## src/rtl/acc6_pkg.sv

```systemverilog
package acc6_pkg;

    typedef enum logic [1:0] {
        ST_FETCH,
        ST_EXEC,
        ST_HALT
    } core_state_e;

    typedef enum logic [3:0] {
        ALU_PASS,
        ALU_ADD,
        ALU_SUB,
        ALU_AND,
        ALU_OR,
        ALU_XOR,
        ALU_INV,
        ALU_INC,
        ALU_DEC,
        ALU_CLR,
        ALU_ROL,
        ALU_ROR
    } alu_op_e;

    typedef enum logic [1:0] {
        WD_ALU,
        WD_ACC,
        WD_IMM,
        WD_CARRY
    } wdata_sel_e;

    typedef enum logic [1:0] {
        CF_KEEP,
        CF_ALU,
        CF_ZERO,
        CF_ONE
    } carry_sel_e;

endpackage

```

## src/rtl/acc6_alu.sv

```systemverilog
module acc6_alu
    import acc6_pkg::*;
#(
    parameter int DW = 6
) (
    input  alu_op_e       op,
    input  logic [DW-1:0] a,
    input  logic [DW-1:0] b,
    input  logic          cin,
    output logic [DW-1:0] y,
    output logic          cout,
    output logic          zero
);
    logic [DW:0] sum;
    logic [DW:0] diff;

    always_comb begin
        sum  = {1'b0, a} + {1'b0, b};
        diff = {1'b0, a} - {1'b0, b};
        cout = cin;
        unique case (op)
            ALU_PASS: y = b;
            ALU_ADD:  begin y = sum[DW-1:0];  cout = sum[DW];   end
            ALU_SUB:  begin y = diff[DW-1:0]; cout = ~diff[DW]; end
            ALU_AND:  y = a & b;
            ALU_OR:   y = a | b;
            ALU_XOR:  y = a ^ b;
            ALU_INV:  y = ~b;
            ALU_INC:  y = b + DW'(1);
            ALU_DEC:  y = b - DW'(1);
            ALU_CLR:  y = '0;
            ALU_ROL:  begin y = {b[DW-2:0], cin}; cout = b[DW-1]; end
            ALU_ROR:  begin y = {cin, b[DW-1:1]}; cout = b[0];    end
            default:  y = b;
        endcase
        zero = (y == '0);
    end

    // carry semantics checked against a wider arithmetic view
    always_comb begin
        if (op == ALU_SUB)
            assert_sub_noborrow_R6: assert (cout == (a >= b));
        if (op == ALU_ADD)
            assert_add_carryout_R6: assert (cout == ((32'(a) + 32'(b)) >= (32'd1 << DW)));
    end

endmodule

```

## src/rtl/acc6_regfile.sv

```systemverilog
module acc6_regfile #(
    parameter int DW       = 6,
    parameter int NREG     = 8,
    parameter int IN_IDX   = 7,
    parameter int GAP_IDX  = 5,
    parameter int DISP_IDX = 4,
    localparam int RAW     = $clog2(NREG)
) (
    input  logic           clk,
    input  logic           rst_n,
    input  logic [RAW-1:0] raddr,
    output logic [DW-1:0]  rdata,
    input  logic           we,
    input  logic [RAW-1:0] waddr,
    input  logic [DW-1:0]  wdata,
    input  logic [DW-1:0]  sw_in,
    output logic [DW-1:0]  acc,
    output logic [DW-1:0]  disp
);
    logic [DW-1:0] q [NREG];

    for (genvar i = 0; i < NREG; i++) begin : g_reg
        if (i == IN_IDX) begin : g_in
            assign q[i] = sw_in;
        end else if (i == GAP_IDX) begin : g_gap
            assign q[i] = '0;
        end else begin : g_store
            logic [DW-1:0] r;
            always_ff @(posedge clk or negedge rst_n) begin
                if (!rst_n)                          r <= '0;
                else if (we && waddr == RAW'(i))     r <= wdata;
            end
            assign q[i] = r;
        end
    end

    assign rdata = q[raddr];
    assign acc   = q[0];
    assign disp  = q[DISP_IDX];

endmodule

```

## src/rtl/acc6_core.sv

```systemverilog
module acc6_core
    import acc6_pkg::*;
#(
    parameter int DW = 6,
    parameter int AW = 5,
    parameter int IW = 8
) (
    input  logic          clk,
    input  logic          rst_n,
    output logic [AW-1:0] imem_addr,
    input  logic [IW-1:0] imem_data,
    input  logic [DW-1:0] sw_in,
    output logic [DW-1:0] disp_out,
    output logic          carry_out,
    output logic          halted
);
    localparam int NREG = 8;
    localparam int RAW  = $clog2(NREG);

    core_state_e   state, state_nx;
    logic [AW-1:0] pc, lr, pc_nx;
    logic [IW-1:0] ir;
    logic          cflag, zflag;

    // decoded controls
    alu_op_e       alu_op;
    wdata_sel_e    wd_sel;
    carry_sel_e    c_sel;
    logic          reg_we, z_upd, do_skip, do_jump, do_call, do_ret, do_halt;
    logic [RAW-1:0] waddr;

    logic [1:0]    grp;
    logic [2:0]    fn;
    logic [RAW-1:0] rsel;
    logic [DW-1:0] rdata, acc, alu_y, wdata;
    logic          alu_c, alu_z;

    assign grp  = ir[7:6];
    assign fn   = ir[5:3];
    assign rsel = ir[RAW-1:0];

    acc6_regfile #(.DW(DW), .NREG(NREG)) u_rf (
        .clk(clk), .rst_n(rst_n), .raddr(rsel), .rdata(rdata),
        .we(reg_we && state == ST_EXEC), .waddr(waddr), .wdata(wdata),
        .sw_in(sw_in), .acc(acc), .disp(disp_out)
    );

    acc6_alu #(.DW(DW)) u_alu (
        .op(alu_op), .a(acc), .b(rdata), .cin(cflag),
        .y(alu_y), .cout(alu_c), .zero(alu_z)
    );

    // instruction decode
    always_comb begin
        alu_op  = ALU_PASS;
        wd_sel  = WD_ALU;
        c_sel   = CF_KEEP;
        reg_we  = 1'b0;
        waddr   = rsel;
        z_upd   = 1'b0;
        do_skip = 1'b0;
        do_jump = 1'b0;
        do_call = 1'b0;
        do_ret  = 1'b0;
        do_halt = 1'b0;
        unique case (grp)
            2'b11: begin
                reg_we = 1'b1; waddr = '0; wd_sel = WD_IMM;
            end
            2'b10: begin
                do_jump = 1'b1;
                do_call = ~ir[5];
            end
            2'b01: begin
                unique case (fn)
                    3'b111: begin alu_op = ALU_PASS; reg_we = 1'b1; waddr = '0; z_upd = 1'b1; end
                    3'b110: begin wd_sel = WD_ACC; reg_we = 1'b1; end
                    3'b101: begin alu_op = ALU_ADD; reg_we = 1'b1; waddr = '0; z_upd = 1'b1; c_sel = CF_ALU; end
                    3'b100: begin alu_op = ALU_SUB; reg_we = 1'b1; waddr = '0; z_upd = 1'b1; c_sel = CF_ALU; end
                    3'b011: begin alu_op = ALU_AND; reg_we = 1'b1; waddr = '0; z_upd = 1'b1; end
                    3'b010: begin alu_op = ALU_OR;  reg_we = 1'b1; waddr = '0; z_upd = 1'b1; end
                    3'b001: begin alu_op = ALU_XOR; reg_we = 1'b1; waddr = '0; z_upd = 1'b1; end
                    default: begin alu_op = ALU_INV; reg_we = 1'b1; z_upd = 1'b1; end
                endcase
            end
            default: begin
                unique case (fn)
                    3'b111: begin alu_op = ALU_INC; reg_we = 1'b1; z_upd = 1'b1; end
                    3'b110: begin alu_op = ALU_DEC; reg_we = 1'b1; z_upd = 1'b1; end
                    3'b101: begin alu_op = ALU_DEC; reg_we = 1'b1; do_skip = alu_z; end
                    3'b100: begin alu_op = ALU_CLR; reg_we = 1'b1; z_upd = 1'b1; end
                    3'b011: begin alu_op = ALU_ROL; reg_we = 1'b1; c_sel = CF_ALU; end
                    3'b010: begin alu_op = ALU_ROR; reg_we = 1'b1; c_sel = CF_ALU; end
                    3'b001: do_ret = 1'b1;
                    default: begin
                        unique case (ir[2:0])
                            3'b111: c_sel = CF_ZERO;
                            3'b110: c_sel = CF_ONE;
                            3'b101: do_skip = ~cflag;
                            3'b100: do_skip = cflag;
                            3'b011: do_skip = zflag;
                            3'b010: do_skip = ~zflag;
                            3'b001: begin reg_we = 1'b1; waddr = '0; wd_sel = WD_CARRY; end
                            default: do_halt = 1'b1;
                        endcase
                    end
                endcase
            end
        endcase
    end

    always_comb begin
        unique case (wd_sel)
            WD_ACC:   wdata = acc;
            WD_IMM:   wdata = ir[DW-1:0];
            WD_CARRY: wdata = {{(DW-1){1'b0}}, cflag};
            default:  wdata = alu_y;
        endcase
    end

    always_comb begin
        if (do_jump)      pc_nx = ir[AW-1:0];
        else if (do_ret)  pc_nx = lr + AW'(1);
        else if (do_skip) pc_nx = pc + AW'(2);
        else              pc_nx = pc + AW'(1);
    end

    // next-state logic
    always_comb begin
        state_nx = state;
        unique case (state)
            ST_FETCH: state_nx = ST_EXEC;
            ST_EXEC:  state_nx = do_halt ? ST_HALT : ST_FETCH;
            default:  state_nx = ST_HALT;
        endcase
    end

    // state register
    always_ff @(posedge clk or negedge rst_n) begin
        if (!rst_n) state <= ST_FETCH;
        else        state <= state_nx;
    end

    // datapath registers
    always_ff @(posedge clk or negedge rst_n) begin
        if (!rst_n) begin
            pc    <= '0;
            lr    <= '0;
            ir    <= '0;
            cflag <= 1'b0;
            zflag <= 1'b0;
        end else if (state == ST_FETCH) begin
            ir <= imem_data;
        end else if (state == ST_EXEC) begin
            pc <= pc_nx;
            if (do_call) lr <= pc;
            if (z_upd)   zflag <= alu_z;
            unique case (c_sel)
                CF_ALU:  cflag <= alu_c;
                CF_ZERO: cflag <= 1'b0;
                CF_ONE:  cflag <= 1'b1;
                default: cflag <= cflag;
            endcase
        end
    end

    // outputs
    always_comb begin
        imem_addr = pc;
        carry_out = cflag;
        halted    = (state == ST_HALT);
    end

    assert_pc_hold_in_fetch_R2: assert property (@(posedge clk) disable iff (!rst_n)
        (state == ST_FETCH) |=> $stable(pc));
    assert_call_links_R3: assert property (@(posedge clk) disable iff (!rst_n)
        (state == ST_EXEC && do_call) |=> (lr == $past(pc)));
    assert_return_target_R4: assert property (@(posedge clk) disable iff (!rst_n)
        (state == ST_EXEC && do_ret) |=> (pc == AW'($past(lr) + AW'(1))));
    assert_halt_frozen_R11: assert property (@(posedge clk) disable iff (!rst_n)
        halted |=> (halted && $stable(imem_addr)));
    assert_skip_wraps_R12: assert property (@(posedge clk) disable iff (!rst_n)
        (state == ST_EXEC && do_skip && !do_jump && !do_ret) |=> (pc == AW'($past(pc) + AW'(2))));

endmodule

```

## config.mk

```make
export PLATFORM = sky130hd
export DESIGN_NAME = acc6_core
export DESIGN_NICKNAME = d
export VERILOG_FILES = /design/src/rtl/acc6_pkg.sv /design/src/rtl/acc6_alu.sv /design/src/rtl/acc6_regfile.sv /design/src/rtl/acc6_core.sv
export SDC_FILE = /design/constraint.sdc
export NUM_CORES = 1
export LEC_CHECK = 0
export ABC_AREA = 1
export BUFFER_PORTS_ARGS = -buffer_cell sky130_fd_sc_hd__buf_4
export CAP_MARGIN = 40
export CORE_ASPECT_RATIO = 0.75
export CORE_MARGIN = 3
export CORE_UTILIZATION = 45
export DETAILED_ROUTE_END_ITERATION = 6
export MAX_ROUTING_LAYER = met4
export PLACE_DENSITY = 0.72
export SETUP_SLACK_MARGIN = 0.3
export SLEW_MARGIN = 20
export SYNTH_ARGS = -nofsm -noshare
export SYNTH_HDL_FRONTEND = slang
export SYNTH_SLANG_ARGS = --single-unit
```

## constraint.sdc

```tcl
create_clock -name clk -period 3.75 [get_ports clk]
set_clock_uncertainty 0.2 [all_clocks]
set_input_delay 1.125 -clock clk [delete_from_list [all_inputs] [get_ports clk]]
set_output_delay 1.125 -clock clk [all_outputs]
set_load 0.01 [all_outputs]
```

# Word-level counts from Yosys, hierarchy flattened
# Index checks and enable logic that the tools add are counted.
# word_totals
ff_bits,58
inputBits,16
output_inout_bits,13
# op_classes
add_sub_neg,7
magnitude_cmp,1
n_eq_ne,42
n_mux,43
n_bitwise,10
reduce_logical,29
# ops
op,n
$pmux 6 s11,1
$eq 3x3->1 const B,10
$pmux 4 s5,1
$bmux 6 s3,1
$eq 3x2->1 const B,6
$pmux 3 s6,1
$pmux 6 s3,1
$reduce_or 6->1,3
$eq 4x3->1 const B,4
$eq 4x4->1 const B,4
$pmux 2 s2,4
$mux 5,3
$eq 2x2->1 const B,7
$reduce_or 7->1,2
$mux 1,13
$mux 6,2
$reduce_or 2->1,6
$add 5x1->5 const B,2
$eq 3x1->1 const B,3
$mux 3,3
$pmux 3 s3,1
$eq 2x1->1 const B,4
$eq 4x2->1 const B,2
$pmux 1 s2,4
29 further kinds,44

# Logic depth before layout (Yosys ltp)
# depth
ltp_word,12
mapped_depth,26

# Modules after synthesis
# A second synthesis with hierarchy kept.
# unflattened
cells_unflattened,781
hier_area_um2,4987.3
# by_module_without_submodules
module,n_inst,cells_per_inst,area_per_inst_um2,seq_area_each_um2
acc6_regfile,1,267,1921.8,900.9
acc6_core,1,233,1639.1,550.5
acc6_alu,1,281,1426.4,0.0

# Worst setup path before layout
# OpenSTA, ideal clock, no wires.
# synth_timing
path_type,input to register
from,input port sw_in[1]
to,"register pc[0], in the netlist imem_addr[0]"
setup_time_ps,122
arrival_time_ps,3395
required_time_ps,3428
path_slack_ps,33
cell_stages,20
path_cell_list,nand2_1 nand3_1 nand2_1 nand2_1 inv_1 fa_1 nor2_1 o21ai_0 nand2_1 xor2_1 nor2_1 nor3_1 nand3_1 nor2_1 nand3_2 nand2_2 inv_2 nand2_2 nand2_1 a21boi_1
# synth_via
elab_chain_len,11
# synth_rtl
item,line,source
start: declaration,acc6_core.sv:12,"input logic [DW-1:0] sw_in,"
$bmux 6 s3 (*),acc6_regfile.sv:37,assign rdata = q[raddr];
$mux 6 (implied by the code) (*) (2 in a row),acc6_regfile.sv:37,
$sub 6x1->6 (tied with other cells),acc6_alu.sv:30,ALU_DEC: y = b - DW'(1);
$pmux 6 s11 (*),acc6_alu.sv:21,unique case (op)
$logic_not 6->1 (*),acc6_alu.sv:36,zero = (y == '0);
$pmux 1 s2 (*),acc6_core.sv:87,unique case (fn)
$mux 1 (*),acc6_core.sv:66,unique case (grp)
$mux 5 (*),acc6_core.sv:124,else if (do_skip) pc_nx = pc + AW'(2);
$mux 5 (*),acc6_core.sv:123,else if (do_ret) pc_nx = lr + AW'(1);
$mux 5 (*),acc6_core.sv:122,if (do_jump) pc_nx = ir[AW-1:0];
end signal: assignment,acc6_core.sv:155,pc <= pc_nx;
end: declaration,acc6_core.sv:21,"logic [AW-1:0] pc, lr, pc_nx;"
# Mark *: on every way between the ends. The rest lies on a longest branch, timed or not. The select of a mux whose other input is x is not followed.
# A chain may end at the register's enable or synchronous reset.

# Worst setup path in the final report
# layout_timing
from,input port sw_in[0]
to,"register pc[3], in the netlist imem_addr[3]"
# Same word-level chain as after synthesis.

==> impl_metrics.yaml <==
layout:
  nets: 886
  antenna_cells: 0
  area_growth_pct: 32.38
  drive_above_1_share: 0.2813
  fillers: 918
global_route:
  gr-usage-all-layers: 0.2733
  antenna_found_initial: 0
  grt_max_degree: 59
  first_global_vias: 4927
  globalRoute.totalOverflow: 0
  grt_pass1_wl_mm: 25.28
logic_synthesis:
  syn_inst: 736
  post-synth-top-count-cell: "nand2_1"
  yosys_warnings: 0
  avgSynthCellArea_um2: 6.579
  synth_edf_count: 0
  async_reset_ff_frac: 1.000
  synth_nets: 781
  ys.flop_type: "dfrtp_1"
  seq_area_frac_synth: 0.2997
  ys_types: 47
  yosys-top-cells-area: "dfrtp_1 (30%), nand2_1 (20%), ha_1 (6.7%)"
  synth_top_area_share: 0.2997
  syn_area_um2: 4842
  ys_ff_latch: 58
  synth_top_area_cell: "dfrtp_1"
  synth_common_cells: "nand2_1 (255), inv_1 (80), nor2_1 (73)"
run_status:
  status: "finished clean"
detailed_routing:
  ant_nets: 0
  route.detailed.drc: 0
  viasPerCell: 5.366
  vias: 5269
  dr.pass1.iters: 5
  wl_per_cell_um: 16.10
  routed_wl_mm: 15.81
  drt_iter0_drc: 510
floorplan:
  row_count: 32
  initial_core_util: 0.4669
  fp.dieH_um: 95.84
  design.die.area_um2: 12050
  io_pins: 29
  dieWidth_um: 125.8
  core-area_um2: 10370
place:
  hpwl_mm: 12.14
  portBuffers: 28
  gp_congestion: 0.9798
sta:
  finalHoldViolCount: 0
  maxSlewViolCount: 0
  rsz0062_at_grt: "true"
  fin_crit_sh: 0.9570
  tightest_slew_ns: 0.7585
  setup_viol: 0
  min_period_ns: 3.589
  fmax_ghz: 0.2786
  whs_ns: 0.2689
  relSlewSlack: 0.4943
clocking:
  ctsRootBufferMaster: "clkbuf_16"
  clk_path_buf_depth: 2
  cts_buffers: 9
  htree_levels: 3
  clk_latency_ns: 0.33
  cts_sinks: 58
  cts_tree: "done"
  cts_hold_buf: 0
  clk_pin_slew_worst_paths_ns: 0.05
worst_setup_path:
  critPathMaxFanout: 5
  endpoint_kind: "register"
  start_kind: "input port"
  cp.arrival_ns: 3.60
  criticalPathCategory: "in -> reg"
  worstPathRequired_ns: 3.77
job:
  max_cap_viol_count: 0
worst_hold_path:
  hold_class: "reg -> reg"
state kept, by name (all words and copies together), names as in the netlist, 2 cells and up:
register and cells:
u_rf.g.g_store.r 24, ir 8, u_rf.acc 6, u_rf.disp 6, imem_addr 5, lr 5
state 2
final cells by class:
class / count / area (um2) / share of cell area
clock buffers: 11 / 242.7 / 0.03787
repair buffers: 106 / 814.5 / 0.1271
flip-flops and latches: 58 / 1460 / 0.2278
inverters: 90 / 350.3 / 0.05466
multi-input cells: 576 / 3342 / 0.5214
clock inverters: 5 / 30.03 / 0.004685
well taps: 136 / 170.2 / 0.02655
cell usage in the layout (no fill, tap or decap), types with 3 or more instances in the layout:
master       n
nand2_1    237
buf_4      101
inv_1       69
nor2_1      64
dfrtp_1     51
o21ai_0     45
nand3_1     40
nand2_2     22
ha_1        21
a21oi_1     20
nand4_1     15
inv_2       14
nor2_4      13
nand3_2     13
nor2_2      11
xor2_1      10
clkbuf_16    9
dfrtp_2      7
inv_4        5
o22ai_1      5
buf_6        5
nand2_4      4
o21ai_1      4
ha_4         4
nand3_4      3
a31oi_1      3
o221ai_2     3
nor3_1       3
fa_2         3
clkinv_2     3
worst paths after layout:
| path | start | to | slack [ns] | depth (start not counted) |
|---|---|---|---|---|
| setup / recovery | sw_in[0] | imem_addr[3]$_DFFE_PN0P_ | 0.16 | 20 |
| hold / removal | u_rf.g_reg[3].g_store.r[1]$_DFFE_PN0P_ | u_rf.g_reg[3].g_store.r[1]$_DFFE_PN0P_ | 0.27 | 2 |
| setup reg to reg | ir[0]$_DFFE_PN0P_ | imem_addr[3]$_DFFE_PN0P_ | 0.22 | 22 |
| hold reg to reg | u_rf.g_reg[3].g_store.r[1]$_DFFE_PN0P_ | u_rf.g_reg[3].g_store.r[1]$_DFFE_PN0P_ | 0.27 | 2 |
| max in group asynchronous | rst_n | ir[0]$_DFFE_PN0P_ | 2.14 | 1 |
| min in group asynchronous | rst_n | imem_addr[1]$_DFFE_PN0P_ | 0.66 | 1 |
stage by stage:
step	area [um2]	TNS (ns)	setup WS, ns	utilization	std cells
after global placement	5662	-0.7169	-0.1496	0.5460	947
after floorplan	4913	0	0.2953	-	736
final	6410	0	0.1612	0.6181	982
after detailed placement	5669	-0.8626	-0.1821	0.5467	948
after CTS	6122	0	0.2790	0.5904	974
after global routing	6410	0	0.02130	0.6181	982
worst max-delay path, cell delays in order:
cell and delay, ns:
buf_6 0.09, nand3_2 0.04, nand4_1 0.12, and2_4 0.23, ha_4 0.17, fa_2 0.40, nand3_2 0.10, nand3_2 0.08
nand3_2 0.09, nand2_2 0.08, nor3_4 0.21, nand3_2 0.15, nor2_4 0.16, nand3_4 0.11, nand2_4 0.12, inv_4 0.06
nand2_2 0.06, nand3_2 0.06, nand2_1 0.08, nand2_1 0.06
per-layer routing:
| metal | vias up | routed length [um] | GRT usage |
|---|---|---|---|
| met5 | - | 0 | - |
| met3 | 14 | 1098 | 0.06267 |
| met1 | 2498 | 7788 | 0.3845 |
| met4 | 0 | 174 | 0.06875 |
| met2 | 169 | 6744 | 0.4004 |
| li1 | 2588 | - | - |
timing repair:
action                                  CTS  global route
endpoints found under the setup margin    7            37
buffers inserted                         10             8
pin swaps                                16            31
resized for setup                        30            58
kinds of logic (layout without fill, tap and decap cells):
| family | Yosys count | count (layout) | synth area share |
|---|---|---|---|
| simple gates | 434 | 434 | 0.3935 |
| buf+inv | 102 | 212 | 0.08346 |
| compound gates | 98 | 98 | 0.1155 |
| flops | 58 | 58 | 0.2997 |
| fa+ha+maj | 29 | 29 | 0.07959 |
| xor+xnor | 13 | 13 | 0.02351 |
| mux | 2 | 2 | 0.004651 |
Power is not shown: default switching activity piles up to over one toggle a cycle in this logic, so the estimate is an artifact.
